$ cat src/rtl/psc_pkg.sv
package psc_pkg;
  typedef enum logic [2:0] {
    S_OFF   = 3'd0,
    S_DELAY = 3'd1,
    S_RAMP  = 3'd2,
    S_ON    = 3'd3,
    S_DOWN  = 3'd4
  } psc_state_e;
endpackage

$ cat src/rtl/psc_down_cnt.sv
module psc_down_cnt #(
  parameter int W = 8
) (
  input  logic         clk,
  input  logic         rst_n,
  input  logic         tick,
  input  logic         load,
  input  logic [W-1:0] load_val,
  output logic         cnt_zero
);
  logic [W-1:0] cnt_q;

  always_ff @(posedge clk or negedge rst_n) begin
    if (!rst_n)                      cnt_q <= '0;
    else if (load)                   cnt_q <= load_val;
    else if (tick && cnt_q != '0)    cnt_q <= cnt_q - 1'b1;
  end

  assign cnt_zero = (cnt_q == '0);

  // the count only moves on a load or a tick
  p_cnt_hold_r3: assert property (@(posedge clk) disable iff (!rst_n)
    (!load && !tick) |=> $stable(cnt_q));
endmodule

$ cat src/rtl/psc_en_watch.sv
module psc_en_watch #(
  parameter int W = 8
) (
  input  logic         clk,
  input  logic         rst_n,
  input  logic         tick,
  input  logic         en_pin,
  input  logic [W-1:0] timeout,
  output logic         expired
);
  logic [W-1:0] lo_q;

  always_ff @(posedge clk or negedge rst_n) begin
    if (!rst_n)                         lo_q <= '0;
    else if (en_pin)                    lo_q <= '0;
    else if (tick && lo_q != timeout)   lo_q <= lo_q + 1'b1;
  end

  assign expired = !en_pin && (lo_q == timeout);

  // a high enable restarts the low-time count
  p_lo_restart_r7: assert property (@(posedge clk) disable iff (!rst_n)
    en_pin |=> (lo_q == '0));
endmodule

$ cat src/rtl/psc_rail_bank.sv
module psc_rail_bank #(
  parameter int NREG = 4,
  parameter int CW   = $clog2(NREG + 1)
) (
  input  logic            clk,
  input  logic            rst_n,
  input  logic            inc,
  input  logic            dec,
  output logic [CW-1:0]   on_cnt,
  output logic [NREG-1:0] reg_en
);
  logic [CW-1:0] on_q;

  always_ff @(posedge clk or negedge rst_n) begin
    if (!rst_n)                                on_q <= '0;
    else if (inc && on_q != CW'(NREG))         on_q <= on_q + 1'b1;
    else if (dec && on_q != '0)                on_q <= on_q - 1'b1;
  end

  assign on_cnt = on_q;

  for (genvar i = 0; i < NREG; i++) begin : g_rail
    assign reg_en[i] = (on_q > CW'(i));
  end

  // rails switch one at a time
  p_one_step_r3: assert property (@(posedge clk) disable iff (!rst_n)
    $countones(reg_en ^ $past(reg_en)) <= 1);
endmodule

$ cat src/rtl/pwr_seq_ctrl.sv
module pwr_seq_ctrl #(
  parameter int NREG        = 4,
  parameter int DW          = 8,
  parameter int PULSE_TICKS = 10
) (
  input  logic            clk,
  input  logic            rst_n,
  input  logic            tick,
  input  logic            en_pin,
  input  logic            hold_in,
  input  logic [NREG-1:0] pgood,
  input  logic [DW-1:0]   cfg_first_dly,
  input  logic [DW-1:0]   cfg_slot_dly,
  input  logic [DW-1:0]   cfg_lo_timeout,
  output logic [NREG-1:0] reg_en,
  output logic            start_oe,
  output logic            start_dat,
  output logic            rst_rel,
  output logic            seq_done
);
  import psc_pkg::*;

  localparam int CW = $clog2(NREG + 1);
  localparam int PW = $clog2(PULSE_TICKS + 1);

  psc_state_e    st_q, st_d;
  logic          ld, setd, inc, dec, pls_ld;
  logic [DW-1:0] ld_val;
  logic          cnt_zero, pls_zero, lo_exp, all_good;
  logic [CW-1:0] on_cnt;
  logic          done_clr;

  assign all_good = &pgood;

  always_comb begin
    st_d   = st_q;
    ld     = 1'b0;
    ld_val = cfg_slot_dly;
    setd   = 1'b0;
    inc    = 1'b0;
    dec    = 1'b0;
    pls_ld = 1'b0;
    unique case (st_q)
      S_OFF: begin
        if ((!seq_done && en_pin) || (seq_done && hold_in)) begin
          st_d   = S_DELAY;
          ld     = 1'b1;
          ld_val = cfg_first_dly;
          pls_ld = (cfg_first_dly == '0);
        end
      end
      S_DELAY: begin
        if (cnt_zero) begin
          st_d = S_RAMP;
          inc  = 1'b1;
          ld   = 1'b1;
        end
      end
      S_RAMP: begin
        if (cnt_zero) begin
          if (on_cnt != CW'(NREG)) begin
            inc = 1'b1;
            ld  = 1'b1;
          end else if (all_good) begin
            setd = 1'b1;
            ld   = 1'b1;
            st_d = hold_in ? S_ON : S_DOWN;
          end
        end
      end
      S_ON: begin
        if (!hold_in) begin
          st_d = S_DOWN;
          ld   = 1'b1;
        end
      end
      S_DOWN: begin
        if (on_cnt == '0) begin
          st_d = S_OFF;
        end else if (cnt_zero) begin
          dec = 1'b1;
          ld  = 1'b1;
        end
      end
      default: st_d = S_OFF;
    endcase
  end

  always_ff @(posedge clk or negedge rst_n) begin
    if (!rst_n) st_q <= S_OFF;
    else        st_q <= st_d;
  end

  assign done_clr = (st_q == S_OFF && !en_pin) || lo_exp;

  always_ff @(posedge clk or negedge rst_n) begin
    if (!rst_n)        seq_done <= 1'b0;
    else if (setd)     seq_done <= 1'b1;
    else if (done_clr) seq_done <= 1'b0;
  end

  psc_down_cnt #(.W(DW)) u_slot (
    .clk(clk), .rst_n(rst_n), .tick(tick),
    .load(ld), .load_val(ld_val), .cnt_zero(cnt_zero)
  );

  psc_down_cnt #(.W(PW)) u_pulse (
    .clk(clk), .rst_n(rst_n), .tick(tick),
    .load(pls_ld), .load_val(PW'(PULSE_TICKS)), .cnt_zero(pls_zero)
  );

  psc_en_watch #(.W(DW)) u_watch (
    .clk(clk), .rst_n(rst_n), .tick(tick),
    .en_pin(en_pin), .timeout(cfg_lo_timeout), .expired(lo_exp)
  );

  psc_rail_bank #(.NREG(NREG), .CW(CW)) u_rails (
    .clk(clk), .rst_n(rst_n), .inc(inc), .dec(dec),
    .on_cnt(on_cnt), .reg_en(reg_en)
  );

  assign start_oe  = en_pin &&
                     (((st_q == S_DELAY) && (cfg_first_dly != '0)) || !pls_zero);
  assign start_dat = 1'b0;
  assign rst_rel   = (st_q == S_ON);

  // reset is released only with every rail on
  p_rel_all_on_r11: assert property (@(posedge clk) disable iff (!rst_n)
    rst_rel |-> (&reg_en));
  // done rises only after all rails reported good
  p_done_rise_r4: assert property (@(posedge clk) disable iff (!rst_n)
    $rose(seq_done) |-> $past(all_good));
  // done falls only after a low enable
  p_done_fall_r6: assert property (@(posedge clk) disable iff (!rst_n)
    $fell(seq_done) |-> $past(!en_pin));
  // with done set and no power-hold, OFF is kept
  p_no_en_restart_r5: assert property (@(posedge clk) disable iff (!rst_n)
    (st_q == S_OFF && seq_done && !hold_in) |=> (st_q == S_OFF));
  // a ramp ends in turn-off only without power-hold
  p_abort_r10: assert property (@(posedge clk) disable iff (!rst_n)
    ($past(st_q) == S_RAMP && st_q == S_DOWN) |-> $past(!hold_in));
endmodule

$ cat config.mk
export PLATFORM = sky130hd
export DESIGN_NAME = pwr_seq_ctrl
export DESIGN_NICKNAME = d
export VERILOG_FILES = /design/src/rtl/psc_pkg.sv /design/src/rtl/psc_down_cnt.sv /design/src/rtl/psc_en_watch.sv /design/src/rtl/psc_rail_bank.sv /design/src/rtl/pwr_seq_ctrl.sv
export SDC_FILE = /design/constraint.sdc
export NUM_CORES = 1
export LEC_CHECK = 0
export ABC_AREA = 1
export BUFFER_PORTS_ARGS = -buffer_cell sky130_fd_sc_hd__buf_4
export CELL_PAD_IN_SITES_DETAIL_PLACEMENT = 2
export CELL_PAD_IN_SITES_GLOBAL_PLACEMENT = 2
export CORE_AREA = 2 2 91 93
export CTS_CLUSTER_SIZE = 12
export DETAILED_ROUTE_END_ITERATION = 12
export DIE_AREA = 0 0 93 95
export PLACE_DENSITY_LB_ADDON = 0.1
export SLEW_MARGIN = 15
export SYNTH_ARGS = -nofsm -noshare
export SYNTH_HDL_FRONTEND = slang
export SYNTH_SLANG_ARGS = --single-unit
$ cat constraint.sdc
create_clock -name clk -period 1.4 [get_ports clk]
set_clock_uncertainty 0.05 [all_clocks]
set_input_delay 0.21 -clock clk [delete_from_list [all_inputs] [get_ports clk]]
set_output_delay 0.21 -clock clk [all_outputs]
set_load 0.03 [all_outputs]
==> impl_summary.txt, run 1 <==
----------------------------------------------------
[Outcome]
  Run status ... finished with violations
  Violated checks ... negative setup slack

[Synthesis]
  Post-synthesis instance area ... 0.002160 mm2
  Yosys Warn Count ... 0
  Largest area contributor in the synthesized netlist ... sky130_fd_sc_hd__dfrtp_1
  Proportion of synthesized chip area in sequential cells ... 31.29%
  Share of async-settable or async-resettable flops after synthesis ... 100.0%
  Unique cell type count in the Yosys netlist ... 35
  Post-synth net total ... 352
  Synthesized instance count ... 309
  Share of the synthesized area in the top cell type ... 31.29%
  Leading register cell type out of synthesis ... sky130_fd_sc_hd__dfrtp_1
  Post-synth EDFFs ... 0
  Top cells by area, synth ... sky130_fd_sc_hd__dfrtp_1 (31%), sky130_fd_sc_hd__nand2_1 (16%), sky130_fd_sc_hd__nand3_1 (7.2%)
  Post-Syn Area per Cell ... 6.989 um2
  Most common library cells after synthesis ... sky130_fd_sc_hd__nand2_1 (91), sky130_fd_sc_hd__nand3_1 (31), sky130_fd_sc_hd__nor2_1 (28)
  Post-synthesis sequential element count ... 27
  Most frequently used cell type in the post-synthesis netlist ... sky130_fd_sc_hd__nand2_1

[Routing]
  Wire length after detailed routing ... roughly 8000 um
  Total vias in the final route ... approximately 2400
  Drt first pass iters ... 4
  Final routed wire length divided by cell count ... 15.23 um
  Detailed Route Iter0 Violations ... 32
  Via density per instance ... approximately 4.6
  Antenna-violating nets left ... 0
  Post-route DRC ... 0

[Worst setup path]
  Maximum fanout along the worst path ... 8
  Critical Setup Path Class ... flip-flop to flip-flop
  Startpoint class of the critical path ... flip-flop
  Worst Path Arrival ... about 1900 ps
  Required time of the worst setup path ... 1550 ps
  Endpoint kind of the worst setup timing path ... flip-flop

[Clock tree]
  Clock buffer depth ... 2
  H-tree depth reported by CTS ... 1
  Insertion delay to the later sink of the worst-skew pair ... 290 ps
  Number of buffers created by CTS ... 3
  Clk slew on worst S/H paths ... ~120 ps
  Clock tree root buffer cell ... sky130_fd_sc_hd__clkbuf_8
  Clk sink count ... 27
  CTS tree ... done

[Layout]
  Nets ... 464
  Number of filler cells placed in the layout ... 921
  Final Instance Count excl. Fillers ... ~530
  Core occupancy in the finished layout ... between 40% and 50%
  Antenna fix cells ... 0
  Fraction of layout instances using a drive strength above 1 ... 50.48%
  Synth-to-layout area growth ... 69.47%

[Place]
  Total of buffers placed on input and output ports ... 39
  Detailed placer's ending HPWL ... ~6000 um
  Worst setup timing slack at the placement stage ... -241.4 ps
  Placed cell count ... approximately 500
  RePlAce Congestion ... ~0.8

[Floorplan]
  Vertical die dimension ... 95 um
  Core region area ... 0.007928 mm2
  Chip Width ... approximately 93 um
  Initial cell density of the core ... 27.24%
  Floorplan row count ... 33
  Ports placed on the boundary ... 41
  Die area ... roughly 0.009 mm2

[Global routing]
  First-pass GRT wire length ... approximately 13000 um
  Global-route usage over all layers ... between 10% and 20%
  Antenna violations before repair ... 0
  Maximum number of pins on one net before global-route repair ... 28
  Leftover overflow at the end of global routing ... 0
  Number of global-route vias before repair ... ~2700

[Power and ir drop]
  VDD IR-drop max ... approximately 610 uV
  Proportion of power drawn by flip-flops and latches ... between 10% and 20%
  Comb pwr share ... 73.9%
  Sw Share ... 47.76%
  Total net switching power ... ~3.4 mW
  Static power due to leakage ... between 1.5 and 2 nW
  Total Power ... ~7.0 mW
  Cell internal pwr ... ~3.7 mW
  Clock Power Share ... 7.5%
  Power density over the cells ... 1923 mW/mm2

[STA]
  Fin. Hold Viols ... 0
  Fin crit period ... roughly 1700 ps
  Number of setup violations in the final report ... 20
  Highest Clock Rate ... around 0.6 GHz
  Number of max-slew violations in the final report ... 0
  Post-route clock period utilization ... 122.1%
  Setup Total Neg Slack ... -4466 ps
  RSZ-0062 raised after global routing ... yes
  Crit path setup slack, layout ... -309.5 ps

[Job]
  Max-capacitance violation count ... 0

[Worst hold path]
  Hold WC Path Type ... input port to flip-flop

----------------------------------------------------
## timing repair
item / in CTS / in global routing
hold buffers: 1 / 0
pin swaps: 35 / 28
setup endpoints to repair: 28 / 33
setup buffers: 7 / 12
resized for setup: 63 / 52
hold endpoints to repair: 27 / 0
## sequential cells by signal, summed over array words and instances (netlist names)
register,flops
seq_done,1
st_q,3
u_pulse.cnt_q,4
u_rails.on_cnt,3
u_slot.cnt_q,8
u_watch.lo_q,8
## cells by family after synthesis
family          count (synthesis)  share of synthesized area [%]
other cells                     1                         0.1736
fa+ha+maj                      10                          5.794
flops                          27                          31.29
buf+inv                        41                          7.474
compound gates                 29                          7.532
xor+xnor                       17                          6.894
simple gates                  184                          40.85
## placed cells by master, fill, tap and decap left out, types with 2 or more instances in the layout
master                     count
sky130_fd_sc_hd__a21oi_1       4
sky130_fd_sc_hd__buf_4        87
sky130_fd_sc_hd__buf_6        24
sky130_fd_sc_hd__clkbuf_8      3
sky130_fd_sc_hd__dfrtp_1      25
sky130_fd_sc_hd__dfrtp_2       2
sky130_fd_sc_hd__ha_1          2
sky130_fd_sc_hd__ha_2          3
sky130_fd_sc_hd__ha_4          5
sky130_fd_sc_hd__inv_1        17
sky130_fd_sc_hd__inv_2        15
sky130_fd_sc_hd__inv_4         2
sky130_fd_sc_hd__inv_6         2
sky130_fd_sc_hd__nand2_1      73
sky130_fd_sc_hd__nand2_2      12
sky130_fd_sc_hd__nand2_4      12
sky130_fd_sc_hd__nand2_8       2
sky130_fd_sc_hd__nand3_1      22
sky130_fd_sc_hd__nand3_2       8
sky130_fd_sc_hd__nand3_4       5
sky130_fd_sc_hd__nand3b_1      6
sky130_fd_sc_hd__nand4_1       4
sky130_fd_sc_hd__nor2_1       21
sky130_fd_sc_hd__nor2_2        4
sky130_fd_sc_hd__nor2_4        8
sky130_fd_sc_hd__nor3_1        3
sky130_fd_sc_hd__o211ai_1      2
sky130_fd_sc_hd__o21ai_0       7
sky130_fd_sc_hd__o21ai_1       5
sky130_fd_sc_hd__o21ai_2       6
sky130_fd_sc_hd__xnor2_1       8
sky130_fd_sc_hd__xnor2_2       2
sky130_fd_sc_hd__xor2_1        6
## power groups by stage
stage | Clock, mW | Sequential (mW) | Combinational, mW
floorplan | 0 | 1.28 | 2.30
global placement | 0 | 1.29 | 3.83
detailed placement | 0 | 1.30 | 3.97
CTS | 0.548 | 1.30 | 4.69
global route | 0.585 | 1.35 | 5.73
finish | 0.525 | 1.31 | 5.20
## layout make-up
| type | instances | area [um2] | area share (%) |
|---|---|---|---|
| multi-input combinational | 241 | 1714 | 46.84 |
| sequential | 27 | 678.2 | 18.53 |
| tap | 105 | 131.4 | 3.590 |
| inverter | 36 | 152.6 | 4.171 |
| clock buffer | 3 | 41.29 | 1.128 |
| timing repair buffer | 112 | 933.4 | 25.50 |
| clock inverter | 1 | 8.758 | 0.2393 |
## critical path: stages, from the launching register on
cell and delay [ps]:
sky130_fd_sc_hd__dfrtp_1 430, sky130_fd_sc_hd__inv_2 60, sky130_fd_sc_hd__buf_6 110, sky130_fd_sc_hd__ha_4 180, sky130_fd_sc_hd__nand2_8 70, sky130_fd_sc_hd__nand3_4 90
sky130_fd_sc_hd__nor2_4 170, sky130_fd_sc_hd__nor2_8 70, sky130_fd_sc_hd__nand2_8 110, sky130_fd_sc_hd__buf_6 110, sky130_fd_sc_hd__o21ai_2 40, sky130_fd_sc_hd__nand2_1 80
sky130_fd_sc_hd__nand2_1 50
## routing by layer
| layer | vias to the layer above | global-route usage (%) | share of wire [%] |
|---|---|---|---|
| met2 | 37 | 33.64 | 52 |
| met4 | 0 | 3.309 | 1.2 |
| met5 | - | 0 | 0 |
| met3 | 8 | 2.075 | 2.3 |
| met1 | 1182 | 24.37 | 45 |
| li1 | 1204 | - | - |
## metrics by stage
stage,hold WS (ps),cell area [um2]
after floorplan,-135.6,2235
after global placement,121.7,3045
after detailed placement,121.7,3045
after CTS,174.0,3398
after global routing,212.2,3660
final,172.5,3660
## path summary, 6_finish.rpt
| path | slack [ps] | start | endpoint | depth (start not counted) |
|---|---|---|---|---|
| worst min-delay path | 170 | cfg_slot_dly[0] | u_slot.cnt_q[0] | 5 |
| worst min register to register | 460 | u_pulse.cnt_q[3] | u_pulse.cnt_q[3] | 2 |
| min in group asynchronous | 310 | rst_n | u_pulse.cnt_q[2] | 2 |
| max in group asynchronous | 680 | rst_n | st_q[0] | 2 |
| worst max register to register | -310 | u_rails.on_cnt[1] | u_slot.cnt_q[2] | 12 |
| worst max-delay path | -310 | u_rails.on_cnt[1] | u_slot.cnt_q[2] | 12 |
No activity file was read; power rests on OpenSTA's default activity.
==> run 2: changes to the inputs <==
- CORE_AREA: 2 2 91 93 -> 2 2 94 96
- DIE_AREA: 0 0 93 95 -> 0 0 96 98
- SKIP_LAST_GASP: unset -> 1
- SYNTH_HIERARCHICAL: unset -> 1
- clock period: 1.4 -> 1.8 ns (I/O delays scaled with it)
==> run 2 against run 1 <==
Compared with the run above:
- the flow now finishes without violations
- sequential power down 23%
- wire length up 6.2%
- synthesized cell count up 24%
- setup slack better by 320 ps
- sequential share of layout area up 1.3 points
- global-route usage is 0.38 points lower
- clock-buffer cell count up 1
- clock power fell by 30%
- register-to-register slack improved by 320 ps
- highest routed layer unchanged
==> impl_summary.txt, run 2 <==
----------------------------------------------------
[Outcome]
  Run status ... finished clean

[Worst setup path]
  Critical Setup Path Class ... flip-flop to flip-flop
  Required time of the worst setup path ... between 1500 and 2000 ps
  Timing startpoint of the critical path ... u_slot/cnt_q[0]
  Ordered list of cells on the worst path ... inv_2 -> ha_4 -> nand2_4 -> nor2_4 -> inv_4 -> nor2_4 -> a21oi_2 -> nand3_2 -> inv_4 -> nand3_1 -> nand2_1 -> nand2_1 -> nand2_1
  Slack of the worst reg-to-reg path ... about 5.6 ps
  Startpoint class of the critical path ... flip-flop
  Maximum fanout along the worst path ... 8
  Capture point of the worst path ... u_slot/cnt_q[4]
  Slowest-stage cell, CP ... sky130_fd_sc_hd__dfrtp_1
  Endpoint of the worst-slack reg-to-reg timing path ... u_slot/cnt_q[4]
  Endpoint kind of the worst setup timing path ... flip-flop
  Worst Path Arrival ... 1920 ps
  Reg2reg path depth ... 13
  FF-to-FF Start ... u_slot/cnt_q[0]
  Crit path top cell by count ... sky130_fd_sc_hd__nand2_1
  Delay contributed by the slowest stage of the critical path ... roughly 400 ps

[Clock tree]
  Insertion delay to the later sink of the worst-skew pair ... 280 ps
  Number of buffers created by CTS ... 3
  H-tree depth reported by CTS ... 1
  Clk slew on worst S/H paths ... approximately 100 ps
  Clock buffer depth ... 2
  CTS tree ... done
  Clk sink count ... 27
  Clock tree root buffer cell ... sky130_fd_sc_hd__clkbuf_8

[Global routing]
  Global-route usage over all layers ... 18.29%
  Leftover overflow at the end of global routing ... 0
  Maximum number of pins on one net before global-route repair ... 28
  Number of global-route vias before repair ... roughly 3000
  First-pass GRT wire length ... ~14000 um
  Antenna violations before repair ... 0

[Place]
  Total of buffers placed on input and output ports ... 39
  Area post-placement ... about 0.0031 mm2
  RePlAce Congestion ... between 0.7 and 0.8
  Detailed placer's ending HPWL ... around 6600 um
  Placed cell count ... approximately 550

[Routing]
  Wire length after detailed routing ... 8491 um
  Via density per instance ... between 4 and 5
  Met3 Wirelength ... roughly 140 um
  Final routed wire length divided by cell count ... around 15 um
  Post-route DRC ... 0
  Drt first pass iters ... 4
  Total length of routed met2 wires ... about 4400 um
  Antenna-violating nets left ... 0
  Detailed Route Iter0 Violations ... just over 60
  Total vias in the final route ... about 2700
  Wl on met1 ... about 3900 um
  Top Layer Used ... met4

[Synthesis]
  Synthesized instance count ... 384
  Yosys Warn Count ... 6
  Unique cell type count in the Yosys netlist ... 38
  Post-synth EDFFs ... 0
  Share of the synthesized area in the top cell type ... between 20% and 30%
  Post-Syn Area per Cell ... 6.595 um2
  Proportion of synthesized chip area in sequential cells ... between 20% and 30%
  Post-synthesis instance area ... 0.002532 mm2
  Leading register cell type out of synthesis ... sky130_fd_sc_hd__dfrtp_1
  Most frequently used cell type in the post-synthesis netlist ... sky130_fd_sc_hd__nand2_1
  Largest area contributor in the synthesized netlist ... sky130_fd_sc_hd__dfrtp_1
  Most common library cells after synthesis ... sky130_fd_sc_hd__nand2_1 (126), sky130_fd_sc_hd__inv_1 (51), sky130_fd_sc_hd__nand3_1 (41)
  Post-synthesis sequential element count ... 27
  Top cells by area, synth ... sky130_fd_sc_hd__dfrtp_1 (27%), sky130_fd_sc_hd__nand2_1 (19%), sky130_fd_sc_hd__nand3_1 (8.1%)
  Share of async-settable or async-resettable flops after synthesis ... 100.0%

[Layout]
  Post-Layout Inst Area ... approximately 0.0034 mm2
  Commonest non-fill, non-tap cells in the layout ... sky130_fd_sc_hd__nand2_1 (122), sky130_fd_sc_hd__buf_4 (72), sky130_fd_sc_hd__inv_1 (47)
  Core occupancy in the finished layout ... 40.45%
  Multi-input gate area ... approximately 0.0017 mm2
  Number of filler cells placed in the layout ... approximately 1000
  Final Instance Count excl. Fillers ... around 570
  Antenna fix cells ... 0
  Fraction of layout instances using a drive strength above 1 ... around a third
  Seq. cell area ... 678.2 um2
  Nets ... between 500 and 600
  Most common cell after layout, fill and taps aside ... sky130_fd_sc_hd__nand2_1
  Largest registers ... u_slot/cnt_q (8), u_watch/lo_q (8), u_pulse/cnt_q (4)
  Synth-to-layout area growth ... 35.23%

[Job]
  Max-capacitance violation count ... 0

[Power and ir drop]
  Total Power ... approximately 4.8 mW
  Total net switching power ... around 2.4 mW
  Static power due to leakage ... 1.831 nW
  Cell internal pwr ... 2.376 mW
  Clock Power Share ... under 10%
  VDD IR-drop max ... ~440 uV
  Power density over the cells ... about 1400 mW/mm2
  Sw Share ... about half
  Comb pwr share ... between 70% and 80%
  Proportion of power drawn by flip-flops and latches ... between 20% and 30%

[Worst hold path]
  Hold WC Path Type ... input port to flip-flop

[Floorplan]
  Chip Width ... 96 um
  Initial cell density of the core ... 29.91%
  Floorplan row count ... 34
  Core region area ... approximately 0.0085 mm2
  Vertical die dimension ... just under 100 um
  Die area ... about 0.0094 mm2
  Ports placed on the boundary ... approximately 40

[STA]
  Number of max-slew violations in the final report ... 0
  Fin crit period ... 1794 ps
  RSZ-0062 raised after global routing ... yes
  Fin. Hold Viols ... 0
  Post-route clock period utilization ... between 90% and 100%
  Number of setup violations in the final report ... 0
  Highest Clock Rate ... approximately 0.56 GHz
  Worst hold slack ... around 280 ps

----------------------------------------------------
run 2: final cells by class:
cell class                 instances  share of cell area (%)
clock buffer                       4                   1.315
sequential                        27                   19.80
multi-input combinational        292                   49.73
inverter                          63                   7.161
timing repair buffer              79                   18.05
tap                              108                   3.946
run 2: per-layer routing:
| metal | track usage [%] | vias to the layer above |
|---|---|---|
| met5 | 0 | - |
| met4 | 1.978 | 0 |
| met3 | 1.312 | 6 |
| met2 | 33.28 | 31 |
| met1 | 24.06 | 1312 |
| li1 | - | 1364 |
run 2: worst min path at each step:
stage                          startpoint               to  slack [ps]  depth (start not counted)
after floorplan                     rst_n         seq_done         -80                          0
after global placement              rst_n  u_slot/cnt_q[3]         180                          1
after detailed placement            rst_n  u_slot/cnt_q[4]         180                          1
after CTS                         hold_in          st_q[2]         240                          4
after global routing      cfg_slot_dly[5]  u_slot/cnt_q[5]         300                          5
final                     cfg_slot_dly[6]  u_slot/cnt_q[6]         280                          5
run 2: power by group through the flow:
stage,Clock (mW),Sequential [mW],Combinational [mW]
floorplan,0,1.00,2.04
global placement,0,0.976,2.93
detailed placement,0,0.994,3.04
CTS,0.388,0.997,3.20
global route,0.414,1.04,3.86
finish,0.370,1.01,3.44
run 2: what timing repair did:
action / CTS / global route
cloned: 0 / 1
pin swaps: 3 / 13
endpoints found under the setup margin: 9 / 22
endpoints found under the hold margin: 27 / 0
buffers inserted: 10 / 5
resized for setup: 8 / 28
hold buffers: 1 / 0
run 2: critical path: cells and delay by family (launching register included):
family                   cells  cell delay [ps]
flip-flops                   1              410
AO/OA/AOI/OAI                1               50
adder cells (fa/ha/maj)      1              140
buffers and inverters        3              260
AND/OR/NAND/NOR              8              790
run 2: kinds of logic after synthesis:
logic type | synth area share (%)
other cells | 0.2966
compound gates | 9.338
flops | 26.68
xor+xnor | 1.383
simple gates | 46.20
fa+ha+maj | 4.941
buf+inv | 11.17
run 2: stage by stage:
step	setup WS (ps)	TNS, ps
floorplan	15.58	0
global placement	85.94	0
detailed placement	-74.24	-281.4
CTS	0.06872	0
global route	-129.6	-1328
finish	5.628	0
==> run 3: changes to the inputs <==
- ABC_AREA: 1 -> 0
- CORE_AREA: 2 2 94 96 -> 2 2 83 85
- DIE_AREA: 0 0 96 98 -> 0 0 85 87
==> run 3 against run 2 <==
Compared with the run above:
- the run now ends with negative setup slack left
- flip-flop and latch count is the same
- non-clock buffer count grew 48
- maximum frequency is 28% lower
- power fell by 16%
- via count fell by 4.0%
- setup slack worse by 710 ps
- sequential share of layout area is 0.99 points lower
- critical path depth down 3
- combinational power fell by 22%
- critical path type unchanged
- critical endpoint is now u_slot/cnt_q[0]
==> impl_summary.txt, run 3 <==
----------------------------------------------------
[Worst setup path]
  Ordered list of cells on the worst path ... inv_2 -> ha_4 -> or3b_4 -> nor2_4 -> and3b_4 -> or4_4 -> buf_6 -> buf_4 -> a21oi_2 -> nand3_1
  Capture point of the worst path ... u_slot/cnt_q[0]
  Timing startpoint of the critical path ... u_slot/cnt_q[1]
  Maximum fanout along the worst path ... 7
  Slowest-stage cell, CP ... sky130_fd_sc_hd__or4_4
  Critical Setup Path Class ... flip-flop to flip-flop
  Slack of the worst reg-to-reg path ... -700 ps
  Endpoint of the worst-slack reg-to-reg timing path ... u_slot/cnt_q[0]
  FF-to-FF Start ... u_slot/cnt_q[1]
  Worst Path Arrival ... roughly 2600 ps
  Endpoint kind of the worst setup timing path ... flip-flop
  Reg2reg path depth ... 10
  Startpoint class of the critical path ... flip-flop
  Required time of the worst setup path ... between 1500 and 2000 ps
  Delay contributed by the slowest stage of the critical path ... 560 ps

[Routing]
  Total vias in the final route ... between 2000 and 3000
  Via density per instance ... ~6
  Final routed wire length divided by cell count ... about 28 um
  Post-route DRC ... 0
  Drt first pass iters ... 4
  Antenna-violating nets left ... 0
  Detailed Route Iter0 Violations ... about 120
  Wire length after detailed routing ... 12450 um

[Clock tree]
  Clock buffer depth ... 2
  Clock tree root buffer cell ... sky130_fd_sc_hd__clkbuf_8
  Clk sink count ... 27
  Insertion delay to the later sink of the worst-skew pair ... roughly 300 ps
  CTS tree ... done
  Number of buffers created by CTS ... 3
  H-tree depth reported by CTS ... 1
  Clk slew on worst S/H paths ... about 120 ps

[Layout]
  Commonest non-fill, non-tap cells in the layout ... sky130_fd_sc_hd__buf_4 (105), sky130_fd_sc_hd__dfrtp_1 (24), sky130_fd_sc_hd__buf_6 (20)
  Post-Layout Inst Area ... about 0.0036 mm2
  Most common cell after layout, fill and taps aside ... sky130_fd_sc_hd__buf_4
  Synth-to-layout area growth ... 69.96%
  Fraction of layout instances using a drive strength above 1 ... a little under three fifths
  Largest registers ... u_slot/cnt_q (8), u_watch/lo_q (8), u_pulse/cnt_q (4)
  Antenna fix cells ... 0
  Nets ... slightly above 400

[Synthesis]
  Post-synthesis instance area ... between 0.002 and 0.0025 mm2
  Unique cell type count in the Yosys netlist ... 66
  Top cells by area, synth ... sky130_fd_sc_hd__dfrtp_1 (32%), sky130_fd_sc_hd__ha_1 (5.9%), sky130_fd_sc_hd__mux2_2 (4.8%)
  Post-Syn Area per Cell ... 9.118 um2
  Most frequently used cell type in the post-synthesis netlist ... sky130_fd_sc_hd__dfrtp_1
  Yosys Warn Count ... 6
  Synthesized instance count ... 233
  Share of async-settable or async-resettable flops after synthesis ... between 90% and 100%
  Post-synthesis sequential element count ... 27
  Proportion of synthesized chip area in sequential cells ... 31.80%
  Share of the synthesized area in the top cell type ... 31.80%
  Most common library cells after synthesis ... sky130_fd_sc_hd__dfrtp_1 (27), sky130_fd_sc_hd__nor2_1 (17), sky130_fd_sc_hd__a21oi_1 (12), sky130_fd_sc_hd__inv_1 (12), sky130_fd_sc_hd__o21ai_0 (11)
  Largest area contributor in the synthesized netlist ... sky130_fd_sc_hd__dfrtp_1
  Post-synth EDFFs ... 0
  Leading register cell type out of synthesis ... sky130_fd_sc_hd__dfrtp_1

[Global routing]
  Number of global-route vias before repair ... approximately 2800
  Global-route usage over all layers ... around 28%
  Antenna violations before repair ... 0
  Leftover overflow at the end of global routing ... 0
  First-pass GRT wire length ... between 15000 and 20000 um
  Maximum number of pins on one net before global-route repair ... 28

[Place]
  Detailed placer's ending HPWL ... slightly below 6000 um
  RePlAce Congestion ... 0.7666
  Area post-placement ... 0.002972 mm2
  Total of buffers placed on input and output ports ... 39

[Outcome]
  Violated checks ... negative setup slack
  Run status ... finished with violations

[Power and ir drop]
  Sw Share ... a little over two fifths
  Comb pwr share ... about two thirds
  Total Power ... 4.050 mW
  Cell internal pwr ... approximately 2.3 mW
  Power density over the cells ... approximately 1100 mW/mm2
  Proportion of power drawn by flip-flops and latches ... a little under a quarter
  Clock Power Share ... roughly 10%
  Total net switching power ... between 1.5 and 2 mW
  Static power due to leakage ... ~1.6 nW
  VDD IR-drop max ... between 500 and 600 uV

[STA]
  Number of setup violations in the final report ... 22
  Post-route clock period utilization ... 139.1%
  RSZ-0062 raised after global routing ... yes
  Number of max-slew violations in the final report ... 0
  Setup Total Neg Slack ... -7805 ps
  Transition time of the tightest slew-check pin ... slightly above 600 ps
  Fin crit period ... ~2500 ps
  Worst rel slew slack ... between 50% and 60%
  Crit path setup slack, layout ... -703.9 ps
  Highest Clock Rate ... between 0.3 and 0.4 GHz
  Fin. Hold Viols ... 0

[Floorplan]
  Ports placed on the boundary ... 41
  Core region area ... between 0.006 and 0.007 mm2
  Floorplan row count ... 30
  Chip Width ... around 85 um
  Initial cell density of the core ... around 32%
  Die area ... 0.007395 mm2
  Vertical die dimension ... a little under 90 um

[Worst hold path]
  Startpoint of the tightest hold check path ... hold_in
  Hold WC Path Type ... input port to flip-flop

[Job]
  Max-capacitance violation count ... 0

----------------------------------------------------
## run 3: cell types whose count changed in the layout (fill, tap and decap cells not counted), sizes merged, moves of 7 or more
cell / before / now
o21ai: 25 / 13
nor2: 32 / 18
mux2: 0 / 9
inv: 61 / 12
nand2: 145 / 10
nand3: 45 / 8
or4: 0 / 7
buf: 78 / 126
## run 3: kinds of logic (layout without fill, tap and decap cells)
kind of cell	Yosys count	after routing	share of synthesized area (%)
buffers and inverters	20	144	4.357
adders and majority gates	10	10	5.889
other	2	5	0.3535
muxes	12	12	6.184
AOI/OAI and AO/OA	58	58	19.44
and+or+nand+nor	92	92	27.03
DFF	27	27	31.80
xor gates and xnor gates	12	12	4.947
## run 3: what timing repair did
| item | in CTS | in global routing |
|---|---|---|
| endpoints found under the setup margin | 22 | 27 |
| hold endpoints to repair | 27 | 0 |
| setup buffers | 21 | 15 |
| hold buffers | 1 | 0 |
| pin swaps | 23 | 11 |
| resized for setup | 46 | 46 |
## run 3: layout make-up
| cell class | instances | area [um2] |
|---|---|---|
| clock buffer | 4 | 45.04 |
| sequential | 27 | 679.4 |
| multi-input combinational | 189 | 1685 |
| tap | 80 | 100.1 |
| inverter | 13 | 62.56 |
| fill | 667 | 2958 |
| timing repair buffer | 127 | 1039 |
## run 3: critical path: cells and delay by family (launching register included)
| kind | cells | cell delay [ps] |
|---|---|---|
| fa+ha+maj | 1 | 160 |
| compound gates | 1 | 140 |
| flops | 1 | 430 |
| simple gates | 5 | 1180 |
| buf+inv | 3 | 400 |
## run 3: layer usage
| layer | global-route usage (%) | vias up | routed length (um) |
|---|---|---|---|
| met3 | 3.033 | 44 | 504 |
| met1 | 31.93 | 1336 | 4981 |
| li1 | - | 1120 | - |
| met5 | 0 | - | 0 |
| met4 | 10.82 | 0 | 473 |
| met2 | 51.99 | 105 | 6493 |
## run 3: per-stage QoR
stage               setup slack (ps)  std cells  utilization [%]  hold slack (ps)
floorplan                     -510.0        236                -           -75.59
global placement              -478.9        407            45.24            173.4
detailed placement            -598.3        407            45.24            177.3
CTS                           -496.4        430            51.31            147.4
global route                  -738.3        440            54.97            177.2
finish                        -703.9        440            54.97            174.8
## run 3: power by group through the flow
stage               registers [mW]  clock network [mW]  logic (mW)
finish                       0.963               0.411        2.68
global route                 0.973               0.428        2.77
CTS                          0.912               0.394        2.12
detailed placement           0.916                   0        1.82
global placement             0.904                   0        1.73
floorplan                    0.923                   0       0.958
## run 3: how the worst min path moves through the flow
stage,endpoint,slack [ps],depth (start not counted)
after CTS,st_q[2],150,2
after global routing,st_q[2],180,2
after floorplan,seq_done,-80,0
after detailed placement,u_pulse/cnt_q[1],180,1
after global placement,u_pulse/cnt_q[1],170,1
final,st_q[2],170,2
